===== config.mk =====
export PLATFORM = sky130hd
export DESIGN_NAME = pfx_unit
export DESIGN_NICKNAME = d
export VERILOG_FILES = /design/src/rtl/pfx_pkg.sv /design/src/rtl/pfx_decode.sv /design/src/rtl/pfx_shifter.sv /design/src/rtl/pfx_bitop.sv /design/src/rtl/pfx_sequencer.sv /design/src/rtl/pfx_unit.sv
export SDC_FILE = /design/constraint.sdc
export NUM_CORES = 1
export LEC_CHECK = 0
export BUFFER_PORTS_ARGS = -buffer_cell sky130_fd_sc_hd__clkbuf_2
export CAP_MARGIN = 20
export CORE_MARGIN = 10
export CORE_UTILIZATION = 46
export CTS_CLUSTER_DIAMETER = 200
export DETAILED_ROUTE_END_ITERATION = 8
export PLACE_DENSITY = 0.85
export SYNTH_ARGS = -nofsm -noshare
export SYNTH_HDL_FRONTEND = slang
export SYNTH_SLANG_ARGS = --single-unit

===== constraint.sdc =====
create_clock -name clk -period 1.43 [get_ports clk]
set_input_delay 0.143 -clock clk [delete_from_list [all_inputs] [get_ports clk]]
set_output_delay 0.143 -clock clk [all_outputs]
set_load 0.03 [all_outputs]

===== src/rtl/pfx_pkg.sv =====
package pfx_pkg;
    localparam int DW    = 8;
    localparam int FW    = 4;
    localparam int SEL_W = 3;
    localparam int HALF  = DW / 2;

    localparam int F_Z = 3;
    localparam int F_N = 2;
    localparam int F_H = 1;
    localparam int F_C = 0;

    localparam logic [SEL_W-1:0] SLOT_MEM = 3'd6;

    typedef enum logic [1:0] {
        GRP_SHIFT = 2'b00,
        GRP_TEST  = 2'b01,
        GRP_CLR   = 2'b10,
        GRP_SET   = 2'b11
    } grp_e;

    typedef enum logic [2:0] {
        SK_RLC  = 3'd0,
        SK_RRC  = 3'd1,
        SK_RL   = 3'd2,
        SK_RR   = 3'd3,
        SK_SLA  = 3'd4,
        SK_SRA  = 3'd5,
        SK_SWAP = 3'd6,
        SK_SRL  = 3'd7
    } shk_e;

    typedef enum logic [1:0] {
        PH_IDLE  = 2'd0,
        PH_LOAD  = 2'd1,
        PH_EXEC  = 2'd2,
        PH_STORE = 2'd3
    } ph_e;
endpackage


===== src/rtl/pfx_decode.sv =====
module pfx_decode
    import pfx_pkg::*;
(
    input  logic [DW-1:0]    opcode,
    input  logic             acc_form,
    output grp_e             grp,
    output shk_e             kind,
    output logic [SEL_W-1:0] bidx,
    output logic [SEL_W-1:0] slot,
    output logic             mem_op
);
    always_comb begin
        slot = opcode[2:0];
        bidx = opcode[5:3];
        kind = shk_e'(opcode[5:3]);
        if (acc_form) begin
            grp    = GRP_SHIFT;
            mem_op = 1'b0;
        end else begin
            grp    = grp_e'(opcode[7:6]);
            mem_op = (opcode[2:0] == SLOT_MEM);
        end
    end
endmodule


===== src/rtl/pfx_shifter.sv =====
module pfx_shifter
    import pfx_pkg::*;
#(
    parameter int W = DW
) (
    input  logic [W-1:0] a,
    input  logic         cin,
    input  shk_e         kind,
    output logic [W-1:0] y,
    output logic         cout
);
    localparam int H = W / 2;

    always_comb begin
        unique case (kind)
            SK_RLC: begin
                y    = {a[W-2:0], a[W-1]};
                cout = a[W-1];
            end
            SK_RRC: begin
                y    = {a[0], a[W-1:1]};
                cout = a[0];
            end
            SK_RL: begin
                y    = {a[W-2:0], cin};
                cout = a[W-1];
            end
            SK_RR: begin
                y    = {cin, a[W-1:1]};
                cout = a[0];
            end
            SK_SLA: begin
                y    = {a[W-2:0], 1'b0};
                cout = a[W-1];
            end
            SK_SRA: begin
                y    = {a[W-1], a[W-1:1]};
                cout = a[0];
            end
            SK_SWAP: begin
                y    = {a[H-1:0], a[W-1:H]};
                cout = 1'b0;
            end
            SK_SRL: begin
                y    = {1'b0, a[W-1:1]};
                cout = a[0];
            end
        endcase
    end
endmodule


===== src/rtl/pfx_bitop.sv =====
module pfx_bitop
    import pfx_pkg::*;
#(
    parameter int W = DW
) (
    input  logic [W-1:0]     a,
    input  logic [SEL_W-1:0] bidx,
    input  grp_e             grp,
    output logic [W-1:0]     y,
    output logic             sel_bit
);
    logic [W-1:0] mask;

    for (genvar i = 0; i < W; i++) begin : g_mask
        assign mask[i] = (bidx == SEL_W'(i));
    end

    assign sel_bit = |(a & mask);

    always_comb begin
        unique case (grp)
            GRP_SET:   y = a | mask;
            GRP_CLR:   y = a & ~mask;
            GRP_TEST,
            GRP_SHIFT: y = a;
        endcase
    end
endmodule


===== src/rtl/pfx_sequencer.sv =====
module pfx_sequencer
    import pfx_pkg::*;
(
    input  logic clk,
    input  logic rst_n,
    input  logic issue,
    input  logic mem_op,
    input  logic store_needed,
    output logic rd_req,
    output logic wr_req,
    output logic busy
);
    ph_e  ph_q, ph_d;
    logic keep_store_q;

    always_comb begin
        ph_d = ph_q;
        unique case (ph_q)
            PH_IDLE:  if (issue && mem_op) ph_d = PH_LOAD;
            PH_LOAD:  ph_d = PH_EXEC;
            PH_EXEC:  ph_d = keep_store_q ? PH_STORE : PH_IDLE;
            PH_STORE: ph_d = PH_IDLE;
        endcase
    end

    always_ff @(posedge clk or negedge rst_n) begin
        if (!rst_n) begin
            ph_q         <= PH_IDLE;
            keep_store_q <= 1'b0;
        end else begin
            ph_q <= ph_d;
            if (ph_q == PH_IDLE && issue && mem_op)
                keep_store_q <= store_needed;
        end
    end

    always_comb begin
        rd_req = 1'b0;
        wr_req = 1'b0;
        busy   = 1'b1;
        unique case (ph_q)
            PH_IDLE:  busy   = 1'b0;
            PH_LOAD:  rd_req = 1'b1;
            PH_EXEC:  ;
            PH_STORE: wr_req = 1'b1;
        endcase
    end
endmodule


===== src/rtl/pfx_unit.sv =====
module pfx_unit
    import pfx_pkg::*;
(
    input  logic             clk,
    input  logic             rst_n,
    input  logic             issue,
    input  logic [DW-1:0]    opcode,
    input  logic             acc_form,
    input  logic [DW-1:0]    operand,
    input  logic [FW-1:0]    flags_in,
    output logic [DW-1:0]    result,
    output logic [FW-1:0]    flags_out,
    output logic             wb_en,
    output logic [SEL_W-1:0] slot,
    output logic             mem_op,
    output logic             store_needed,
    output logic             rd_req,
    output logic             wr_req,
    output logic             busy
);
    grp_e             grp;
    shk_e             kind;
    logic [SEL_W-1:0] bidx;
    logic [DW-1:0]    sh_y, bo_y;
    logic             sh_c, sel_bit;

    pfx_decode u_dec (
        .opcode   (opcode),
        .acc_form (acc_form),
        .grp      (grp),
        .kind     (kind),
        .bidx     (bidx),
        .slot     (slot),
        .mem_op   (mem_op)
    );

    pfx_shifter #(.W(DW)) u_sh (
        .a    (operand),
        .cin  (flags_in[F_C]),
        .kind (kind),
        .y    (sh_y),
        .cout (sh_c)
    );

    pfx_bitop #(.W(DW)) u_bo (
        .a       (operand),
        .bidx    (bidx),
        .grp     (grp),
        .y       (bo_y),
        .sel_bit (sel_bit)
    );

    always_comb begin
        flags_out = flags_in;
        wb_en     = 1'b1;
        unique case (grp)
            GRP_SHIFT: begin
                result         = sh_y;
                flags_out[F_Z] = (sh_y == '0) && !acc_form;
                flags_out[F_N] = 1'b0;
                flags_out[F_H] = 1'b0;
                flags_out[F_C] = sh_c;
            end
            GRP_TEST: begin
                result         = bo_y;
                wb_en          = 1'b0;
                flags_out[F_Z] = !sel_bit;
                flags_out[F_N] = 1'b0;
                flags_out[F_H] = 1'b1;
            end
            GRP_CLR,
            GRP_SET: result = bo_y;
        endcase
    end

    assign store_needed = mem_op && wb_en;

    pfx_sequencer u_seq (
        .clk          (clk),
        .rst_n        (rst_n),
        .issue        (issue),
        .mem_op       (mem_op),
        .store_needed (store_needed),
        .rd_req       (rd_req),
        .wr_req       (wr_req),
        .busy         (busy)
    );
endmodule


==> results of run 1 <==
-- logic make-up after synthesis --
logic type             synth area share (%)
muxes                                  10.6
buffers and inverters                  11.4
AOI/OAI and AO/OA                      34.0
DFF                                    7.94
and+or+nand+nor                        36.1
-- per-stage QoR --
step	setup TNS (ns)	worst slack (ns)	cell area, um2
after floorplan	-0.145	-0.0859	992
after global placement	-1.09	-0.298	1450
after detailed placement	-1.42	-0.336	1450
after CTS	-0.864	-0.198	1860
-- timing repair --
action / CTS
setup endpoints to repair: 9
resized for setup: 59
hold buffers: 1
setup buffers: 10
endpoints found under the hold margin: 3
pin swaps: 18
gates cloned: 2
==> reports/metrics.yaml, run 1 <==
numPortBuffers: 44
start_util_pct: 48.2
synth_common_cells: "8 x o22ai_1, 7 x mux2_2, 6 x and2_1"
dp_hpwl_um: 2930
synthArstFlopShare_pct: 100
synth.distinct_cells: 45
status: "did not finish"
cts_inserted_buffers: 3
synth.top_cell.area_share_pct: 8.33
worst_endpoint: "flags_out[3]"
dieHeight_um: 65.3
synth_seq_cells: 3
yosysSeqAreaShare_pct: 7.94
htreeDepth: 1
die_x_um: 65.3
ys.flop_type: "dfrtp_1"
cts-root-buf: "clkbuf_4"
synth-edff-count: 0
placed_cells: 219
synth.area.top_cells: "mux2_2 8.3%, dfrtp_1 7.9%, o22ai_1 5.3%"
io_pins: 45
clock-sinks: 3
yosysWarnings: 0
syn_nets: 149
postSynthCellCount: 125
synth.most_common_cell: "o22ai_1"
worst-ep-kind: "output port"
syn_avg_cell_area_um2: 7.57
stop_stage: "5_1_grt"
yosys.area.top_type: "mux2_2"
gp_congestion: 0.884
rows: 16
cts_buffer_depth: 2
grt_max_degree: 18
netlist_area_um2: 946
error: "[ERROR DPL-0038] Utilization greater than 100%, impossible to legalize"
==> run 2, diff against run 1 <==
Settings changed: CORE_AREA from default to 10 10 71 73, CORE_MARGIN 10 to default, CORE_UTILIZATION 46 to default, CTS_CLUSTER_DIAMETER 200 to default, DIE_AREA from default to 0 0 81 83, PLACE_DENSITY 0.85 to default, PLACE_DENSITY_LB_ADDON from default to 0.15.
==> run 2 against run 1 <==
  * The flow now finishes, with violations (setup timing)
  * Area after synthesis did not move
  * Synthesized cell count is the same
==> reports/metrics.yaml, run 2 <==
status: "finished with violations"
violations: "setup timing"
largest_reg_flops: 2
layout_min_cycle_time_ns: 1.63
postSynthCellCount: 125
start_util_pct: 26.0
gp_congestion: 0.856
rsz0062_at_grt: "yes"
p_comb_share_pct: 68.3
tns_ns: -0.846
numPortBuffers: 44
power_density_mw_per_mm2: 624
slew_viol_final: 0
start_kind: "input pin"
drive_gt1_share_pct: 70.6
synth-edff-count: 0
finalCritPeriodShare_pct: 114
layout_common_cells: "49 x buf_4, 31 x clkbuf_2, 6 x and2_1, 6 x clkbuf_8, 6 x buf_6"
finalSetupViolCount: 8
first_pass_iters: 4
finalHoldViolCount: 0
final_common_cell: "buf_4"
fin_worst_skew_ns: 0.00197
grt_overflow_total: 0
die_area_mm2: 0.00672
regMostFlops: "u_seq.ph_q"
slowest_delay_ns: 0.32
via_count: 1366
dp_hpwl_um: 3080
grt_max_degree: 18
synth.area.top_cells: "mux2_2 8.3%, dfrtp_1 7.9%, o22ai_1 5.3%"
yosysSeqAreaShare_pct: 7.94
synth.distinct_cells: 45
grt_first_pass_wirelength_um: 6930
synth.most_common_cell: "o22ai_1"
syn2layout_area_growth_pct: 110
first_iter_violations: 67
clkSlewWorstSetupHoldPaths_ns: 0.03
setup_slack_ns: -0.200
p_clk_share_pct: 19.6
critical_path_class: "input pin to output pin"
grt_usage_pct: 12.1
viasPerCell: 5.27
p_leak_nw: 0.913
path_cells: "clkbuf_2, and2_1, a311oi_2, nand4_1, o31ai_4, clkbuf_8"
switchingPower_mw: 0.520
final_nets: 236
intPower_mw: 0.719
min_path_type: "input pin to flip-flop"
core_mm2: 0.00363
power_frac_seq_pct: 12.0
syn_avg_cell_area_um2: 7.57
netlist_area_um2: 946
cp_num_buf_inv: 2
totalWireLength_um: 4520
rows: 22
syn_nets: 149
dp_slack_ns: -0.364
synthArstFlopShare_pct: 100
cp_top_family: "compound AO/OA/AOI/OAI gates"
yosysWarnings: 0
crit_required_ns: 1.29
dieHeight_um: 83
netSwitchingFraction_pct: 42.0
synth_seq_cells: 3
fmax_mhz: 613
arrival_ns: 1.49
grt_pass1_vias: 1457
clock-sinks: 3
antenna_found_initial: 0
htreeDepth: 1
antenna_cells: 0
worst_slew_pin_slew_ns: 0.467
post-route-drc-count: 0
cts-root-buf: "clkbuf_8"
end_kind: "output pin"
synth.top_cell.area_share_pct: 8.33
cts_inserted_buffers: 3
ant_nets: 0
relSlewSlack_pct: 68.4
maxCapViolCount: 0
io_pins: 45
crit_path_top_delay_cell: "a311oi_2"
ys.flop_type: "dfrtp_1"
synth_common_cells: "8 x o22ai_1, 7 x mux2_2, 6 x and2_1"
top_regs: "u_seq.ph_q: 2 flops, u_seq.keep_store_q: 1 flops"
yosys.area.top_type: "mux2_2"
clk_latency_ns: 0.21
cts_tree: "yes"
die_x_um: 81
irDropWorstVdd_uv: 229
crit_fanout: 5
cts_buffer_depth: 2
avgRoutedWirePerCell_um: 17.5
[run 2: cell counts after synthesis]
No cell type changed its count.
[run 2: path summary, 6_finish.rpt]
path                                    start            endpoint  slack (ns)  cells after the start
max                                operand[5]        flags_out[3]       -0.20                      6
min                                     issue       u_seq.ph_q[0]        0.22                      3
max reg2reg                     u_seq.ph_q[1]  u_seq.keep_store_q        0.27                      3
min reg2reg                u_seq.keep_store_q  u_seq.keep_store_q        0.50                      1
max in group asynchronous               rst_n  u_seq.keep_store_q        1.06                      2
min in group asynchronous               rst_n       u_seq.ph_q[0]        0.25                      2
[run 2: timing repair]
item                                    in CTS  in global routing
buffers inserted                            10                  4
endpoints found under the setup margin       9                 10
hold buffers                                 1                  0
cloned                                       2                  1
endpoints found under the hold margin        3                  0
resized for setup                           45                 39
pin swaps                                   19                 17
[run 2: worst min-delay path, stage by stage]
cell      delay (ns)
clkbuf_2        0.08
nand3b_1        0.09
a21oi_1         0.07
[run 2: metal layers]
layer  GRT usage [%]  wire length, um  vias up
met2            21.3             2330       50
met3            2.80              374        4
met1            13.9             1760      653
met4            3.60               49        0
li1                -                -      659
met5               0                0        -
[run 2: logic make-up after synthesis]
logic type      share of synthesized area (%)
compound gates                           34.0
buf+inv                                  11.4
flops                                    7.94
mux                                      10.6
simple gates                             36.1
[run 2: layout make-up]
type	count	area, um2
Inverter	1	3.75
Timing Repair Buffer	98	790
Clock buffer	4	45.0
Tap cell	48	60.1
Fill cell	347	1650
Multi-Input combinational cell	105	1010
Sequential cell	3	75.1
[run 2: metrics by stage]
stage	instance area [um2]	power (mW)	cells	utilization [%]	hold slack (ns)
2_1_floorplan	992	0.562	125	-	-0.153
3_3_place_gp	1470	0.805	238	40.5	-0.0633
3_5_place_dp	1470	0.816	238	40.5	-0.0573
4_1_cts	1830	1.18	255	50.4	0.213
5_1_grt	1990	1.32	259	54.6	0.250
6_report	1990	1.24	259	54.6	0.217
[run 2: power groups by stage]
stage               Combinational, mW  Clock, mW  Sequential (mW)
finish                          0.847      0.244            0.149
detailed placement              0.666          0            0.150
CTS                             0.777      0.253            0.149
global placement                0.656          0            0.149
global route                    0.905      0.258            0.157
floorplan                       0.420          0            0.142
Power figures use the tool's default switching activity.
==> run 3, diff against run 2 <==
Settings changed: CORE_AREA 10 10 71 73 to 2 2 63 65, DIE_AREA 0 0 81 83 to 0 0 65 67, PLACE_DENSITY_LB_ADDON 0.15 to default.
==> run 3 against run 2 <==
  * The flow still finishes with violations (setup timing)
  * Register-to-register slack is essentially flat
  * Via count shrank 4.9%
  * Cell count fell by 3.1%
  * Global-route usage rose by 4.6 points
  * Flip-flop and latch count unchanged
  * Combinational power decreased by 7.8%
  * Setup slack better by 0.015 ns
==> reports/metrics.yaml, run 3 (synthesized netlist as in run 2, its figures left out) <==
whs_endpoint: "u_seq.ph_q[0]"
reg2reg_from: "u_seq.ph_q[1]"
placed_cells: 242
avgRoutedWirePerCell_um: 14.7
layout_min_cycle_time_ns: 1.62
start_kind: "input pin"
fmax_mhz: 619
irDropWorstVdd_uv: 258
cts_buffer_depth: 2
layout_common_cells: "43 x buf_4, 31 x clkbuf_2, 6 x and2_1, 6 x o22ai_1, 6 x buf_6"
antenna_cells: 0
grt_overflow_total: 0
cts_tree: "yes"
final_cells: 251
gp_congestion: 0.836
fin_worst_skew_ns: 0.00183
cts_inserted_buffers: 3
rr_worst_depth: 3
status: "finished with violations"
finalCritPeriodShare_pct: 113
cts-root-buf: "clkbuf_8"
first_pass_iters: 4
hp-start: "issue"
slew_viol_final: 0
critical_path_class: "input pin to output pin"
largest_reg_flops: 2
worst_slew_pin_slew_ns: 0.462
setup_slack_ns: -0.185
crit_path_start: "opcode[4]"
power_mw: 1.18
io_pins: 45
min_path_type: "input pin to flip-flop"
clk_latency_ns: 0.22
start_util_pct: 26.2
die_area_mm2: 0.00436
finalSetupViolCount: 5
violations: "setup timing"
whs_path_depth: 3
relSlewSlack_pct: 68.8
rows: 22
htreeDepth: 1
dp_slack_ns: -0.345
die_x_um: 65
grt_max_degree: 20
first_iter_violations: 29
r2r-end: "u_seq.keep_store_q"
final_nets: 228
finalHoldViolCount: 0
maxCapViolCount: 0
via_count: 1299
dieHeight_um: 67
core_mm2: 0.00361
top_regs: "u_seq.ph_q: 2 flops, u_seq.keep_store_q: 1 flops"
drive_gt1_share_pct: 64.0
numPortBuffers: 44
p_leak_nw: 0.861
crit_required_ns: 1.29
final_common_cell: "buf_4"
regMostFlops: "u_seq.ph_q"
power_density_mw_per_mm2: 636
ant_nets: 0
crit_fanout: 6
arrival_ns: 1.47
rsz0062_at_grt: "yes"
utilization_pct: 51.3
clock-sinks: 3
grt_first_pass_wirelength_um: 5710
clkSlewWorstSetupHoldPaths_ns: 0.03
antenna_found_initial: 0
end_kind: "output pin"
grt_usage_pct: 16.8
dp_hpwl_um: 2560
grt_pass1_vias: 1234
regToRegSetupSlack_ns: 0.27
totalWireLength_um: 3690
syn2layout_area_growth_pct: 95.5
viasPerCell: 5.18
post-route-drc-count: 0
[run 3: area by class of cell]
| cell class | instances | area, um2 |
|---|---|---|
| clock buffers | 4 | 45.0 |
| flip-flops and latches | 3 | 75.1 |
| fillers | 351 | 1760 |
| repair buffers | 90 | 703 |
| inverters | 1 | 3.75 |
| well taps | 48 | 60.1 |
| multi-input cells | 105 | 962 |
[run 3: worst max path at each step]
stage,to,slack (ns),depth (start not counted)
6_report,flags_out[3],-0.19,7
5_1_grt,flags_out[3],-0.23,7
4_1_cts,flags_out[3],-0.24,8
3_3_place_gp,flags_out[3],-0.38,6
2_1_floorplan,flags_out[3],-0.09,6
3_5_place_dp,result[1],-0.35,7
[run 3: where the power goes]
part           leakage (nW)  switching, mW  internal, mW  total, mW
Sequential           0.0375         0.0286         0.119      0.148
Clock                0.0228         0.0573         0.190      0.248
Combinational         0.801          0.405         0.376      0.781
Total                 0.861          0.491         0.685       1.18
[run 3: stage by stage]
step           TNS (ns)  instance area (um2)  hold WS (ns)
4_1_cts          -0.594                 1720         0.217
3_3_place_gp      -2.08                 1480       -0.0564
2_1_floorplan    -0.145                  992        -0.153
3_5_place_dp      -2.05                 1480       -0.0578
5_1_grt          -0.542                 1850         0.261
6_report         -0.269                 1850         0.222
[run 3: critical path, stage by stage]
cell and delay, ns:
buf_12 0.11, mux2_4 0.30, a211oi_2 0.24, buf_4 0.15, nand4_1 0.13, o31ai_4 0.20, clkbuf_8 0.19
[run 3: routing by layer]
| layer | part of all wire [%] | vias to the layer above | track usage, % |
|---|---|---|---|
| met3 | 5.9 | 2 | 2.03 |
| met5 | 0 | - | 0 |
| li1 | - | 647 | - |
| met4 | 0.35 | 0 | 5.05 |
| met1 | 43 | 597 | 22.0 |
| met2 | 50 | 53 | 28.6 |
[run 3: timing repair]
| action | in CTS | in global routing |
|---|---|---|
| buffers inserted | 2 | 2 |
| pin swaps | 10 | 13 |
| gates resized for setup | 36 | 34 |
| setup endpoints to repair | 9 | 10 |
| cloned | 0 | 3 |
| hold endpoints to repair | 3 | 0 |
| hold buffers | 1 | 0 |
==> run 4, diff against run 3 <==
--- a/config.mk
+++ b/config.mk
@@ -13,3 +13,4 @@
 export SYNTH_ARGS = -nofsm -noshare
 export SYNTH_HDL_FRONTEND = slang
+export SYNTH_HIERARCHICAL = 1
 export SYNTH_SLANG_ARGS = --single-unit
==> constraint.sdc (replaced) <==
create_clock -name clk -period 1.43 [get_ports clk]
set_input_delay 0.143 -clock clk [delete_from_list [all_inputs] [get_ports clk]]
set_output_delay 0.143 -clock clk [all_outputs]
set_load 0.1 [all_outputs]
==> run 4 against run 3 <==
  * The flow still finishes with violations (setup timing)
  * Highest routed layer unchanged
  * Flip-flop and latch count unchanged
  * Setup slack worse by 0.13 ns
  * Register-to-register slack about the same
  * Hold slack worse by 0.016 ns
==> reports/metrics.yaml, run 4 <==
finalSetupViolCount: 10
hp-start: "issue"
whs_endpoint: "u_seq/ph_q[0]"
slowest_delay_ns: 0.27
regMostFlops: "u_seq/ph_q"
power_density_mw_per_mm2: 663
rr_worst_depth: 2
cts_inserted_buffers: 3
core_mm2: 0.00361
postSynthCellCount: 101
irDropWorstVdd_uv: 873
synth_common_cells: "19 x mux2_2, 12 x nand2_1, 9 x buf_4"
regToRegSetupSlack_ns: 0.26
first_iter_violations: 28
end_kind: "output pin"
numPortBuffers: 44
netSwitchingFraction_pct: 45.6
synth_seq_cells: 3
gp_congestion: 0.866
dp_hpwl_um: 2440
syn_avg_cell_area_um2: 8.93
worst_slew_pin_slew_ns: 0.541
ant_nets: 0
post-route-drc-count: 0
layout_min_cycle_time_ns: 1.74
htreeDepth: 1
clk_latency_ns: 0.21
final_nets: 201
final_common_cell: "buf_4"
crit_path_top_delay_cell: "nor4_4"
yosys.area.top_type: "mux2_2"
p_clk_share_pct: 18.6
syn_nets: 125
avgRoutedWirePerCell_um: 14.3
rsz0062_at_grt: "yes"
cts_buffer_depth: 2
r2r-end: "u_seq/keep_store_q"
clock-sinks: 3
fin_worst_skew_ns: 0.000549
fmax_mhz: 575
clkSlewWorstSetupHoldPaths_ns: 0.03
die_area_mm2: 0.00436
grt_pass1_vias: 1061
synthArstFlopShare_pct: 100
io_pins: 45
antenna_cells: 0
layout_common_cells: "33 x buf_4, 22 x clkbuf_2, 19 x mux2_4, 19 x buf_12, 11 x nand2_1"
setup_slack_ns: -0.310
synth.area.top_cells: "mux2_2 24%, mux2i_1 8.9%, dfrtp_1 8.3%"
dp_slack_ns: -0.456
path_cells: "buf_12, nand2_8, buf_6, mux2i_2, o21ai_2, nor4_4, nand4_1, o211ai_1, clkbuf_16"
final_cells: 224
netlist_area_um2: 902
arrival_ns: 1.60
antenna_found_initial: 0
synth-edff-count: 0
first_pass_iters: 4
crit_fanout: 7
finalCritPeriodShare_pct: 122
cts-root-buf: "clkbuf_8"
p_comb_share_pct: 74.2
syn2layout_area_growth_pct: 112
violations: "setup timing"
totalWireLength_um: 3200
relSlewSlack_pct: 64.1
reg2reg_from: "u_seq/ph_q[1]"
crit_required_ns: 1.29
start_kind: "input pin"
via_count: 1039
whs_path_depth: 3
yosysSeqAreaShare_pct: 8.32
p_leak_nw: 0.927
min_path_type: "input pin to flip-flop"
placed_cells: 210
synth.most_common_cell: "mux2_2"
grt_max_degree: 13
grt_usage_pct: 14.4
dieHeight_um: 67
ys.flop_type: "dfrtp_1"
utilization_pct: 53.2
grt_first_pass_wirelength_um: 4840
viasPerCell: 4.64
synth.top_cell.area_share_pct: 23.7
critical_path_class: "input pin to output pin"
rows: 22
largest_reg_flops: 2
top_regs: "u_seq/ph_q: 2 flops, u_seq/keep_store_q: 1 flops"
finalHoldViolCount: 0
intPower_mw: 0.691
yosysWarnings: 6
synth.distinct_cells: 30
start_util_pct: 25.0
power_frac_seq_pct: 7.1
power_mw: 1.27
cts_tree: "yes"
die_x_um: 65
status: "finished with violations"
maxCapViolCount: 0
grt_overflow_total: 0
drive_gt1_share_pct: 72.2
tns_ns: -2.11
slew_viol_final: 0
switchingPower_mw: 0.581
run 4: changes by cell type in the layout (fill, tap and decap cells not counted), moves of 4 or more:
cell      delta
buf_4       -10
o21ai_0      +4
and2_1       -4
nor2_1       -4
nand2_1      +6
and4b_1      -4
o22ai_1      -6
a21o_1       -4
a22oi_2      -4
clkbuf_2     -9
buf_12      +18
mux2_4      +15
mux2i_1      +6
run 4: layout make-up:
type                       count  area (um2)
timing repair buffer          85         878
sequential                     3        75.1
clock buffer                   4        45.0
fill                         325        1690
multi-input combinational     84         858
tap                           48        60.1
run 4: worst max-delay path by stage:
stage	endpoint	slack, ns	startpoint
finish	flags_out[3]	-0.31	opcode[5]
floorplan	flags_out[3]	-1.25	opcode[3]
detailed placement	flags_out[3]	-0.46	opcode[4]
CTS	flags_out[3]	-0.33	opcode[4]
global placement	flags_out[3]	-0.44	opcode[4]
global route	flags_out[3]	-0.39	opcode[5]
run 4: cells by family after synthesis:
logic type      Yosys count  share of synthesized area [%]
simple gates             41                           31.2
mux                      31                           41.7
buf+inv                  14                           11.2
compound gates           12                           7.49
flops                     3                           8.32
run 4: timing repair:
action / in CTS / in global routing
hold buffers: 1 / 0
pin swaps: 3 / 8
endpoints found under the hold margin: 3 / 0
endpoints found under the setup margin: 10 / 11
buffers inserted: 4 / 6
resized for setup: 16 / 29
run 4: through the flow:
step	instance area [um2]	hold WS, ns
floorplan	965	-0.153
global placement	1640	-0.0601
detailed placement	1640	-0.0546
CTS	1780	0.209
global route	1920	0.203
finish	1920	0.206
run 4: power groups by stage:
stage | Clock [mW] | Sequential (mW) | Combinational, mW
2_1_floorplan | 0 | 0.0907 | 0.550
5_1_grt | 0.264 | 0.0911 | 0.979
4_1_cts | 0.244 | 0.0907 | 0.898
3_5_place_dp | 0 | 0.0916 | 0.865
6_report | 0.237 | 0.0906 | 0.944
3_3_place_gp | 0 | 0.0912 | 0.861
run 4: worst max-delay path: cells and delay by family:
| kind | cells | cell delay (ns) |
|---|---|---|
| and+or+nand+nor | 3 | 0.44 |
| muxes | 1 | 0.24 |
| AOI/OAI and AO/OA | 2 | 0.28 |
| buffers and inverters | 3 | 0.49 |
run 4: per-layer routing:
metal  GRT usage (%)  share of wire (%)  up-vias
met4            2.93               0.63        0
li1                -                  -      520
met2            26.4                 51       35
met5               0                  0        -
met1            17.1                 42      482
met3            3.04                5.8        2
